**config.mk**
```make
export PLATFORM = sky130hd
export DESIGN_NAME = qp_pipe_seq
export DESIGN_NICKNAME = d
export VERILOG_FILES = /design/src/rtl/qp_pkg.sv /design/src/rtl/qp_phase_gen.sv /design/src/rtl/qp_fetch.sv /design/src/rtl/qp_exec.sv /design/src/rtl/qp_pipe_seq.sv
export SDC_FILE = /design/constraint.sdc
export NUM_CORES = 1
export LEC_CHECK = 0
export ABC_CLOCK_PERIOD_IN_PS = 1500
export CAP_MARGIN = 20
export CORE_MARGIN = 3
export CORE_UTILIZATION = 38
export DETAILED_ROUTE_END_ITERATION = 12
export PLACE_DENSITY = 0.74
export SETUP_SLACK_MARGIN = 0.1
export SKIP_CTS_REPAIR_TIMING = 1
export SLEW_MARGIN = 20
export SYNTH_ARGS = -nofsm -noshare
export SYNTH_HDL_FRONTEND = slang
export SYNTH_SLANG_ARGS = --single-unit
export TNS_END_PERCENT = 10
```
**constraint.sdc**
```tcl
create_clock -name clk -period 1.5 [get_ports clk]
set_clock_uncertainty 0.05 [all_clocks]
set_input_delay 0.225 -clock clk [delete_from_list [all_inputs] [get_ports clk]]
set_output_delay 0.225 -clock clk [all_outputs]
set_load 0.02 [all_outputs]
```
**src/rtl/qp_pkg.sv**
```systemverilog
package qp_pkg;
  localparam int unsigned NUM_PH   = 4;
  localparam int unsigned PH_FETCH = 0;  // Q1: PC and IR update
  localparam int unsigned PH_RD    = 1;  // Q2: operand read
  localparam int unsigned PH_WR    = 3;  // Q4: destination write
  localparam int unsigned PH_LAST  = NUM_PH - 1;
  typedef logic [NUM_PH-1:0] ph_vec_t;
endpackage

```
**src/rtl/qp_phase_gen.sv**
```systemverilog
module qp_phase_gen
  import qp_pkg::*;
(
  input  logic    clk,
  input  logic    rst,
  output ph_vec_t ph,
  output logic    cyc_end
);
  always_ff @(posedge clk) begin
    if (rst) ph <= ph_vec_t'(1);
    else     ph <= {ph[NUM_PH-2:0], ph[NUM_PH-1]};
  end

  assign cyc_end = ph[PH_LAST];


  phase_onehot_chk: assert property (@(posedge clk) disable iff (rst)
    $countones(ph) == 1);
endmodule

```
**src/rtl/qp_fetch.sv**
```systemverilog
module qp_fetch #(
  parameter int unsigned ADDR_W = 16,
  parameter int unsigned PC_STEP = 2,
  parameter logic [ADDR_W-1:0] RESET_ADDR = '0
) (
  input  logic              clk,
  input  logic              rst,
  input  logic              cyc_end,
  input  logic              take,
  input  logic [ADDR_W-1:0] target,
  output logic [ADDR_W-1:0] pc,
  output logic              pc_adv
);
  localparam logic [ADDR_W-1:0] STEP = ADDR_W'(PC_STEP);
  localparam logic [ADDR_W-1:0] ALIGN_MASK = ~(STEP - ADDR_W'(1));

  always_ff @(posedge clk) begin
    if (rst) begin
      pc     <= RESET_ADDR & ALIGN_MASK;
      pc_adv <= 1'b0;
    end else begin
      pc_adv <= cyc_end;
      if (cyc_end) pc <= take ? (target & ALIGN_MASK) : (pc + STEP);
    end
  end


  pc_align_chk: assert property (@(posedge clk) disable iff (rst)
    (pc & ~ALIGN_MASK) == '0);

  pc_hold_chk: assert property (@(posedge clk) disable iff (rst)
    !pc_adv |-> $stable(pc));
endmodule

```
**src/rtl/qp_exec.sv**
```systemverilog
module qp_exec
  import qp_pkg::*;
#(
  parameter int unsigned INSN_W = 16,
  parameter logic [INSN_W-1:0] NOP_WORD = '0
) (
  input  logic              clk,
  input  logic              rst,
  input  ph_vec_t           ph,
  input  logic [INSN_W-1:0] insn_in,
  input  logic              br_taken,
  output logic              take,
  output logic [INSN_W-1:0] ir,
  output logic              ex_valid,
  output logic              rd_stb,
  output logic              wr_stb
);
  // branch only counts when sampled in Q4 of a real instruction
  assign take = ph[PH_LAST] & ex_valid & br_taken;

  always_ff @(posedge clk) begin
    if (rst) begin
      ir       <= NOP_WORD;
      ex_valid <= 1'b0;
      rd_stb   <= 1'b0;
      wr_stb   <= 1'b0;
    end else begin
      rd_stb <= ph[PH_RD-1] & ex_valid;
      wr_stb <= ph[PH_WR-1] & ex_valid;
      if (ph[PH_LAST]) begin
        ir       <= take ? NOP_WORD : insn_in;
        ex_valid <= !take;
      end
    end
  end


  ir_hold_chk: assert property (@(posedge clk) disable iff (rst)
    !ph[PH_FETCH] |-> $stable(ir));

  flush_nop_chk: assert property (@(posedge clk) disable iff (rst)
    !ex_valid |-> ir == NOP_WORD);

  strobe_valid_chk: assert property (@(posedge clk) disable iff (rst)
    (rd_stb || wr_stb) |-> ex_valid);

  rd_phase_chk: assert property (@(posedge clk) disable iff (rst)
    rd_stb |-> ph[PH_RD]);

  valid_fall_chk: assert property (@(posedge clk) disable iff (rst)
    $fell(ex_valid) |-> ph[PH_FETCH]);
endmodule

```
**src/rtl/qp_pipe_seq.sv**
```systemverilog
module qp_pipe_seq
  import qp_pkg::*;
#(
  parameter int unsigned ADDR_W = 16,
  parameter int unsigned INSN_W = 16,
  parameter int unsigned PC_STEP = 2,
  parameter logic [ADDR_W-1:0] RESET_ADDR = '0,
  parameter logic [INSN_W-1:0] NOP_WORD = '0
) (
  input  logic              clk,
  input  logic              rst,
  input  logic [INSN_W-1:0] insn_word,
  input  logic              br_taken,
  input  logic [ADDR_W-1:0] br_target,
  output logic [3:0]        phase_q,
  output logic              pc_adv,
  output logic [ADDR_W-1:0] fetch_addr,
  output logic [INSN_W-1:0] ir,
  output logic              ex_valid,
  output logic              rd_stb,
  output logic              wr_stb
);
  localparam logic [ADDR_W-1:0] ALIGN_MASK = ~(ADDR_W'(PC_STEP) - ADDR_W'(1));

  ph_vec_t ph;
  logic    cyc_end;
  logic    take;

  qp_phase_gen u_phase (
    .clk     (clk),
    .rst     (rst),
    .ph      (ph),
    .cyc_end (cyc_end)
  );

  qp_fetch #(
    .ADDR_W     (ADDR_W),
    .PC_STEP    (PC_STEP),
    .RESET_ADDR (RESET_ADDR)
  ) u_fetch (
    .clk     (clk),
    .rst     (rst),
    .cyc_end (cyc_end),
    .take    (take),
    .target  (br_target),
    .pc      (fetch_addr),
    .pc_adv  (pc_adv)
  );

  qp_exec #(
    .INSN_W   (INSN_W),
    .NOP_WORD (NOP_WORD)
  ) u_exec (
    .clk      (clk),
    .rst      (rst),
    .ph       (ph),
    .insn_in  (insn_word),
    .br_taken (br_taken),
    .take     (take),
    .ir       (ir),
    .ex_valid (ex_valid),
    .rd_stb   (rd_stb),
    .wr_stb   (wr_stb)
  );

  assign phase_q = ph;


  wr_phase_chk: assert property (@(posedge clk) disable iff (rst)
    wr_stb |-> ph[PH_WR]);

  adv_phase_chk: assert property (@(posedge clk) disable iff (rst)
    pc_adv |-> ph[PH_FETCH]);

  branch_target_chk: assert property (@(posedge clk) disable iff (rst)
    $past(take) |-> fetch_addr == ($past(br_target) & ALIGN_MASK));

  flush_after_take_chk: assert property (@(posedge clk) disable iff (rst)
    take |=> !ex_valid);
endmodule

```
# After elaboration in Yosys (flattened, before gate mapping)
# Cells that the tools add are included.
word_totals:
  register_bits: 40
  output_inout_bits: 40
classes:
  n_addsub: 1
  n_mux: 2
  n_bitwise: 4
  reduce_logical: 1
op_table:
  columns: ["cell", "n"]
  rows:
  - ["16-bit two-way mux", 2]
  - ["16-bit by 2-bit adder with 16-bit output, second input constant", 1]
  - ["1-bit AND", 4]
  - ["1-bit logical NOT", 1]

# Depth between registers and ports, before layout
# Gate-level depths: netlist of run 1.
depth:
  ltp_word: 3
  ltp_mapped: 6

# Modules after synthesis
# Synthesis of run 1 repeated with hierarchy kept, for this count alone.
hier_totals:
  cells_unflattened: 215
  area_unflattened_um2: 1825.5
modules_own_cells:
  columns: ["mod", "n_inst", "cells_each", "area_per_inst_um2"]
  rows:
  - ["qp_fetch", 1, 127, 965.9]
  - ["qp_exec", 1, 79, 739.5]
  - ["qp_phase_gen", 1, 9, 120.1]

# Least setup slack after synthesis of run 1
# OpenSTA, ideal clock, no wires.
synth_timing:
  path_type: "register to register"
  start: "reg u_fetch.pc[1]"
  end: "reg u_fetch.pc[15]"
  arrival_time_ps: 1660
  required_ps: 1376
  slack_ps: -285
  stages_incl_launch_ff: 7
  synth_period_minus_slack_ps: 1785
  path_cell_list: "dfxtp_1 -> ha_1 -> and3_1 -> buf_4 -> nand4_2 -> or3_1 -> a31oi_1"
synth_between:
  elab_chain_cells: 2
synth_rtl:
  columns: ["item", "line_no", "source"]
  rows:
  - ["start: declaration", "qp_fetch.sv:11", "output logic [ADDR_W-1:0] pc,"]
  - ["start signal: assignment", "qp_fetch.sv:19", "pc <= RESET_ADDR & ALIGN_MASK;"]
  - ["start signal: assignment", "qp_fetch.sv:23", "if (cyc_end) pc <= take ? (target & ALIGN_MASK) : (pc + STEP);"]
  - ["16-bit by 2-bit adder with 16-bit output", "qp_fetch.sv:23", null]
  - ["16-bit two-way mux", "qp_fetch.sv:23", null]
# No other way between the ends.
# A chain may end at the register's enable or synchronous reset.

# Worst setup path after layout of run 1
layout_timing:
  start: "reg u_fetch.pc[2]"
  end: "reg u_fetch.pc[12]"
# The elaborated chain is that of the path after synthesis.

==> flow_summary_export.csv, run 1 <==
group,metric,value,unit
run_status,outcome,"complete, but fails checks",
run_status,violations,"setup timing",
yosys,yosysTopAreaCell,"dfxtp_1",
cts,cts_inserted_buffers,5,
min_path,hp-class,"reg2reg",
global_routing,grt_pass1_wl,7930,um
timing,tns,-0.178,ns
yosys,syn_nets,254,
final_layout,nNetsFinal,339,
routing,drt.antenna.violating_nets,0,
yosys,ys.flop_type,"dfxtp_1",
yosys,ys_warn_count,0,
placed_design,postPlaceCellArea,2710,um^2
floorplanning,chipHeight,74.0,um
run,maxCapViolCount,0,
cts,cts_tree,"built",
final_layout,syn_to_final_growth,65.9,%
worst_setup_path,cp_slowest_cell,"or4_1",
global_routing,grt_usage,18.5,%
yosys,avgSynthCellArea,8.07,um^2
routing,drc_errors,0,
routing,first_iter_violations,120,
timing,hold_viol,0,
yosys,synth_seq_area_share,44.4,%
final_layout,fillerInstances,373,
timing,rsz0062_at_grt,"yes",
floorplanning,fp.dieW,74.0,um
cts,cts.sinks,39,
power,p_per_area,766,nW/um^2
worst_setup_path,critPathRequiredTime,1.63,ns
timing,finalWorstSetupSlack,-0.0849,ns
worst_setup_path,arrival,1.71,ns
final_layout,fin_area,2920,um^2
power,p_leak,1.68,nW
global_routing,grt_pass1_vias,1747,
yosys,synth.most_common_cell,"dfxtp_1",
global_routing,grt_max_degree,30,
worst_setup_path,path_class,"reg2reg",
worst_setup_path,crit_family,"simple AND/OR/NAND/NOR gates",
power,intPower,0.00168,W
timing,fin_crit,1.58,ns
floorplanning,die-area,5480,um^2
yosys,synth_area,1760,um^2
final_layout,drive_gt1_share,17.4,%
worst_setup_path,slowest_delay,0.56,ns
routing,firstDrtPassIters,4,
routing,vias_per_cell,5.37,
worst_setup_path,path_buf_inv,0,
power,power_switching,0.000555,W
cts,insertion_delay,0.29,ns
floorplanning,io_pins,75,
floorplanning,fp-row-count,24,
yosys,synth_area_leaders,"dfxtp_1, nand3_1, a21oi_1",
placed_design,portBuffers,72,
routing,wl_per_cell,14.3,um
floorplanning,start_util,39.9,%
timing,fmax,631,MHz
timing,slew_viol_final,0,
yosys,synthTopCellsByCount,"dfxtp_1, nand2_1, nand3_1, a21oi_1",
yosys,synthCells,218,
power,power_frac_clock,36.0,%
worst_setup_path,critPathLaunchType,"flip-flop",
timing,finalSetupViolCount,3,
yosys,synth_top_area_share,44.4,%
yosys,ys_types,42,
cts,clock_path_buffers,2,
yosys,synth_seq_cells,39,
power,switching_share,24.8,%
final_layout,antenna_cells,0,
global_routing,antenna_found_initial,0,
cts,path_clk_slew,0.08,ns
power,ir_drop,460,uV
worst_setup_path,crit_fanout,4,
yosys,synth_edf_count,0,
placed_design,dp_hpwl,3650,um
routing,num_vias,1911,
floorplanning,core_area,4410,um^2
power,combPwrFrac,14.9,%
power,pwr-share-seq,49.1,%
routing,wl,5100,um
cts,htreeDepth,2,
worst_setup_path,cp-end-kind,"flip-flop",
yosys,synth-async-reset-ratio,0,%
cts,cts_root_buf,"clkbuf_8",
timing,fin_crit_sh,106,%
placed_design,gp_congestion,0.806,
global_routing,gr-total-overflow,0,
worst_setup_path,path_cells,"nand4_1 -> or4_1 -> a41oi_1 -> o21ai_0",
[cell type report]
type                            count  area [um^2]  share of cell area (%)
Clock buffer                        7         97.6                    3.34
Clock inverter                      1         7.51                   0.257
Inverter                            4         15.0                   0.514
Multi-Input combinational cell    155          895                    30.6
Sequential cell                    39          798                    27.3
Tap cell                           52         65.1                    2.23
Timing Repair Buffer               98         1040                    35.7
[logic make-up after synthesis]
logic type	Yosys count	synth area share, %
other cells	1	0.213
mux	1	0.640
compound gates	59	20.8
fa+ha+maj	1	0.711
buf+inv	24	6.47
simple gates	93	26.7
flops	39	44.4
[worst min-delay path: cells and delay by family (launching register included)]
| family | cells | cell delay [ns] |
|---|---|---|
| compound gates | 1 | 0.05 |
| flops | 1 | 0.31 |
| simple gates | 1 | 0.06 |
[through the flow]
stage | utilization [%] | hold slack [ns] | worst slack [ns] | total power [W] | instances
after global placement | 61.3 | 0.390 | -0.253 | 0.00146 | 348
after floorplan | - | 0.324 | -0.0529 | 0.00126 | 218
after CTS | 63.7 | 0.415 | -0.300 | 0.00226 | 356
after global routing | 66.1 | 0.426 | -0.191 | 0.00231 | 356
after detailed placement | 61.3 | 0.405 | -0.292 | 0.00146 | 348
final | 66.1 | 0.411 | -0.0849 | 0.00224 | 356
[worst paths after layout]
path | start | to | slack, ns | cells past startpoint
hold / removal | u_exec.ir[1] | u_exec.ir[1] | 0.41 | 2
setup / recovery | u_fetch.pc[2] | u_fetch.pc[12] | -0.08 | 4
setup reg to reg | u_fetch.pc[2] | u_fetch.pc[12] | -0.08 | 4
hold reg to reg | u_exec.ir[1] | u_exec.ir[1] | 0.41 | 2
[power groups by stage]
stage	Clock [W]	Sequential (W)	Combinational (W)
2_1_floorplan	0	0.00116	0.000101
3_5_place_dp	0	0.00112	0.000338
3_3_place_gp	0	0.00112	0.000336
6_report	0.000805	0.00110	0.000333
5_1_grt	0.000852	0.00110	0.000360
4_1_cts	0.000825	0.00110	0.000340
[registers in the layout, summed over array words and instances, names as in the netlist]
register and count:
u_fetch.pc_adv 1, u_exec.ex_valid 1, u_exec.rd_stb 1, u_fetch.pc 15, u_phase.ph 4, u_exec.ir 16
u_exec.wr_stb 1
[routing by layer]
layer  up-vias  part of all wire, %  global-route usage, %
li1        954                    -                      -
met4         0                  1.5                   6.84
met5         -                    0                      0
met2        74                   49                   30.7
met1       876                   41                   23.1
met3         7                  8.5                   4.86
[layout by cell type (no fill, tap or decap), types with 5 or more instances in the layout]
master	synthesis	final
dlymetal6s2s_1	0	38
clkdlybuf4s50_1	0	32
nand2_1	30	30
dfxtp_1	39	29
nand3_1	26	26
a21oi_1	25	24
buf_4	3	24
o21ai_0	10	10
nor2_1	8	8
dfxtp_2	0	8
and3_1	7	6
or3_1	5	5
a31oi_1	5	5
clkbuf_8	0	5
(Power assumes the default switching activity.)
==> inputs of run 2 (changes only) <==
- CORE_UTILIZATION: 38 -> 39
- CTS_BUF_LIST: not set -> sky130_fd_sc_hd__clkbuf_4 sky130_fd_sc_hd__clkbuf_8
- PLACE_DENSITY: 0.74 -> 0.76
- REMOVE_ABC_BUFFERS: not set -> 1
==> run 2 against run 1 <==
The run still ends with setup timing left. Clock-buffer cell count is the same. Critical path type unchanged. Worst hold slack lost 0.0099 ns. Largest power group unchanged. Largest cell class unchanged. Via count increased by 3.2%. Global-route usage rose by 1.5 points. Combinational power grew 2%. Register-to-register slack about the same. Critical endpoint is now u_fetch.pc[14].
==> flow_summary_export.csv, run 2 (synthesized netlist as in run 1, its figures left out) <==
group,metric,value,unit
run_status,outcome,"complete, but fails checks",
run_status,violations,"setup timing",
worst_setup_path,path_cells,"nand4_1 -> nor4_1 -> mux2_2 -> a31oi_1",
worst_setup_path,cp_slowest_cell,"nor4_1",
timing,fin_crit_sh,105,%
global_routing,met2_usage,35.0,%
placed_design,dpl_worst_slack,-0.227,ns
worst_setup_path,slowest_delay,0.41,ns
final_layout,fin_util,70.6,%
global_routing,gr-total-overflow,0,
final_layout,largest_registers,"u_exec.ir: 16 flops, u_fetch.pc: 15 flops, u_phase.ph: 4 flops",
timing,finalWorstSetupSlack,-0.0760,ns
floorplanning,start_util,42.2,%
run,maxCapViolCount,0,
cts,path_clk_slew,0.07,ns
global_routing,gr-max-usage-layer,"met2",
floorplanning,chipHeight,73.2,um
min_path,hp-class,"reg2reg",
floorplanning,die-area,5350,um^2
cts,cts_root_buf,"clkbuf_8",
power,power.total,0.00217,W
worst_setup_path,cp-end-kind,"flip-flop",
floorplanning,core_area,4170,um^2
worst_setup_path,critPathLaunchType,"flip-flop",
routing,firstDrtPassIters,4,
worst_setup_path,path_class,"reg2reg",
timing,finalSetupViolCount,5,
worst_setup_path,arrival,1.74,ns
timing,fmax,635,MHz
global_routing,use_met1,22.5,%
timing,fin_crit,1.58,ns
global_routing,antenna_found_initial,0,
global_routing,grt_max_degree,30,
worst_setup_path,critPathRequiredTime,1.67,ns
placed_design,dp_hpwl,3740,um
routing,drc_errors,0,
timing,hold_viol,0,
routing,vias_per_cell,5.45,
cts,htreeDepth,2,
floorplanning,fp-row-count,23,
global_routing,grt_usage,20.0,%
floorplanning,fp.dieW,73.2,um
placed_design,place_inst,354,
routing,num_vias,1973,
power,ir_drop,513,uV
placed_design,portBuffers,72,
final_layout,regMostFlops,"u_exec.ir",
final_layout,syn_to_final_growth,67.6,%
timing,slew_viol_final,0,
final_layout,nNetsFinal,347,
global_routing,grt_pass1_vias,1945,
final_layout,drive_gt1_share,19.9,%
final_layout,layout.cells.non_filler,362,
global_routing,grt_pass1_wl,8480,um
cts,cts.sinks,39,
routing,first_iter_violations,107,
global_routing,use_met3,7.16,%
cts,insertion_delay,0.29,ns
final_layout,largest_reg_flops,16,
floorplanning,io_pins,75,
cts,cts_tree,"built",
final_layout,layout_commonest_cell,"dlymetal6s2s_1",
cts,cts_inserted_buffers,5,
routing,drt.antenna.violating_nets,0,
cts,clock_path_buffers,2,
final_layout,antenna_cells,0,
power,p_per_area,734,nW/um^2
routing,wl,5480,um
placed_design,gp_congestion,0.894,
timing,whs,0.401,ns
final_layout,layout_common_cells,"dlymetal6s2s_1, clkdlybuf4s50_1, buf_4, dfxtp_1, nand2_1",
routing,wl_per_cell,15.1,um
worst_setup_path,crit_fanout,4,
power,p_leak,1.72,nW
timing,rsz0062_at_grt,"yes",
-- run 2: changes by cell type in the layout (fill, tap and decap cells not counted), sizes merged --
cell           previous run  this run
clkdlybuf4s50            32        33
clkbuf                    8         7
clkinv                    0         1
buf                      27        35
clkinvlp                  1         0
-- run 2: layer usage --
layer / share of wire [%] / vias up / wire [um]
met2: 48 / 84 / 2650
met5: 0 / - / 0
met3: 8.6 / 9 / 470
met1: 42 / 906 / 2300
li1: - / 974 / -
met4: 1.2 / 0 / 63
-- run 2: path summary, 6_finish.rpt --
check | startpoint | end | depth (start not counted) | slack, ns
worst min-delay path | u_exec.ir[3] | u_exec.ir[3] | 2 | 0.40
worst max-delay path | u_fetch.pc[4] | u_fetch.pc[14] | 4 | -0.08
worst min register to register | u_exec.ir[3] | u_exec.ir[3] | 2 | 0.40
worst max register to register | u_fetch.pc[4] | u_fetch.pc[14] | 4 | -0.08
-- run 2: per-stage QoR --
step	instance area, um^2	setup TNS (ns)
final	2950	-0.175
after global routing	2950	-0.715
after CTS	2800	-3.24
after detailed placement	2710	-2.86
after global placement	2710	-2.44
after floorplan	1660	-8.55
-- run 2: report_power, final --
group | leakage, nW | switching (W) | total, W | internal [W]
Clock | 0.0491 | 0.000361 | 0.000723 | 0.000363
Sequential | 0.321 | 0.0000314 | 0.00110 | 0.00107
Combinational | 1.35 | 0.000152 | 0.000339 | 0.000187
Total | 1.72 | 0.000545 | 0.00217 | 0.00162
-- run 2: cell type report --
class	instances	area, um^2
fill	335	1220
inverter	4	15.0
clock buffer	7	83.8
sequential	39	793
tap	50	62.6
multi-input combinational	155	895
timing repair buffer	106	1090
clock inverter	1	5.00
-- run 2: critical path, delay by kind of cell, from the launching register on --
family          cells  cell delay (ns)
flops               1             0.33
compound gates      1             0.13
mux                 1             0.38
simple gates        2             0.61
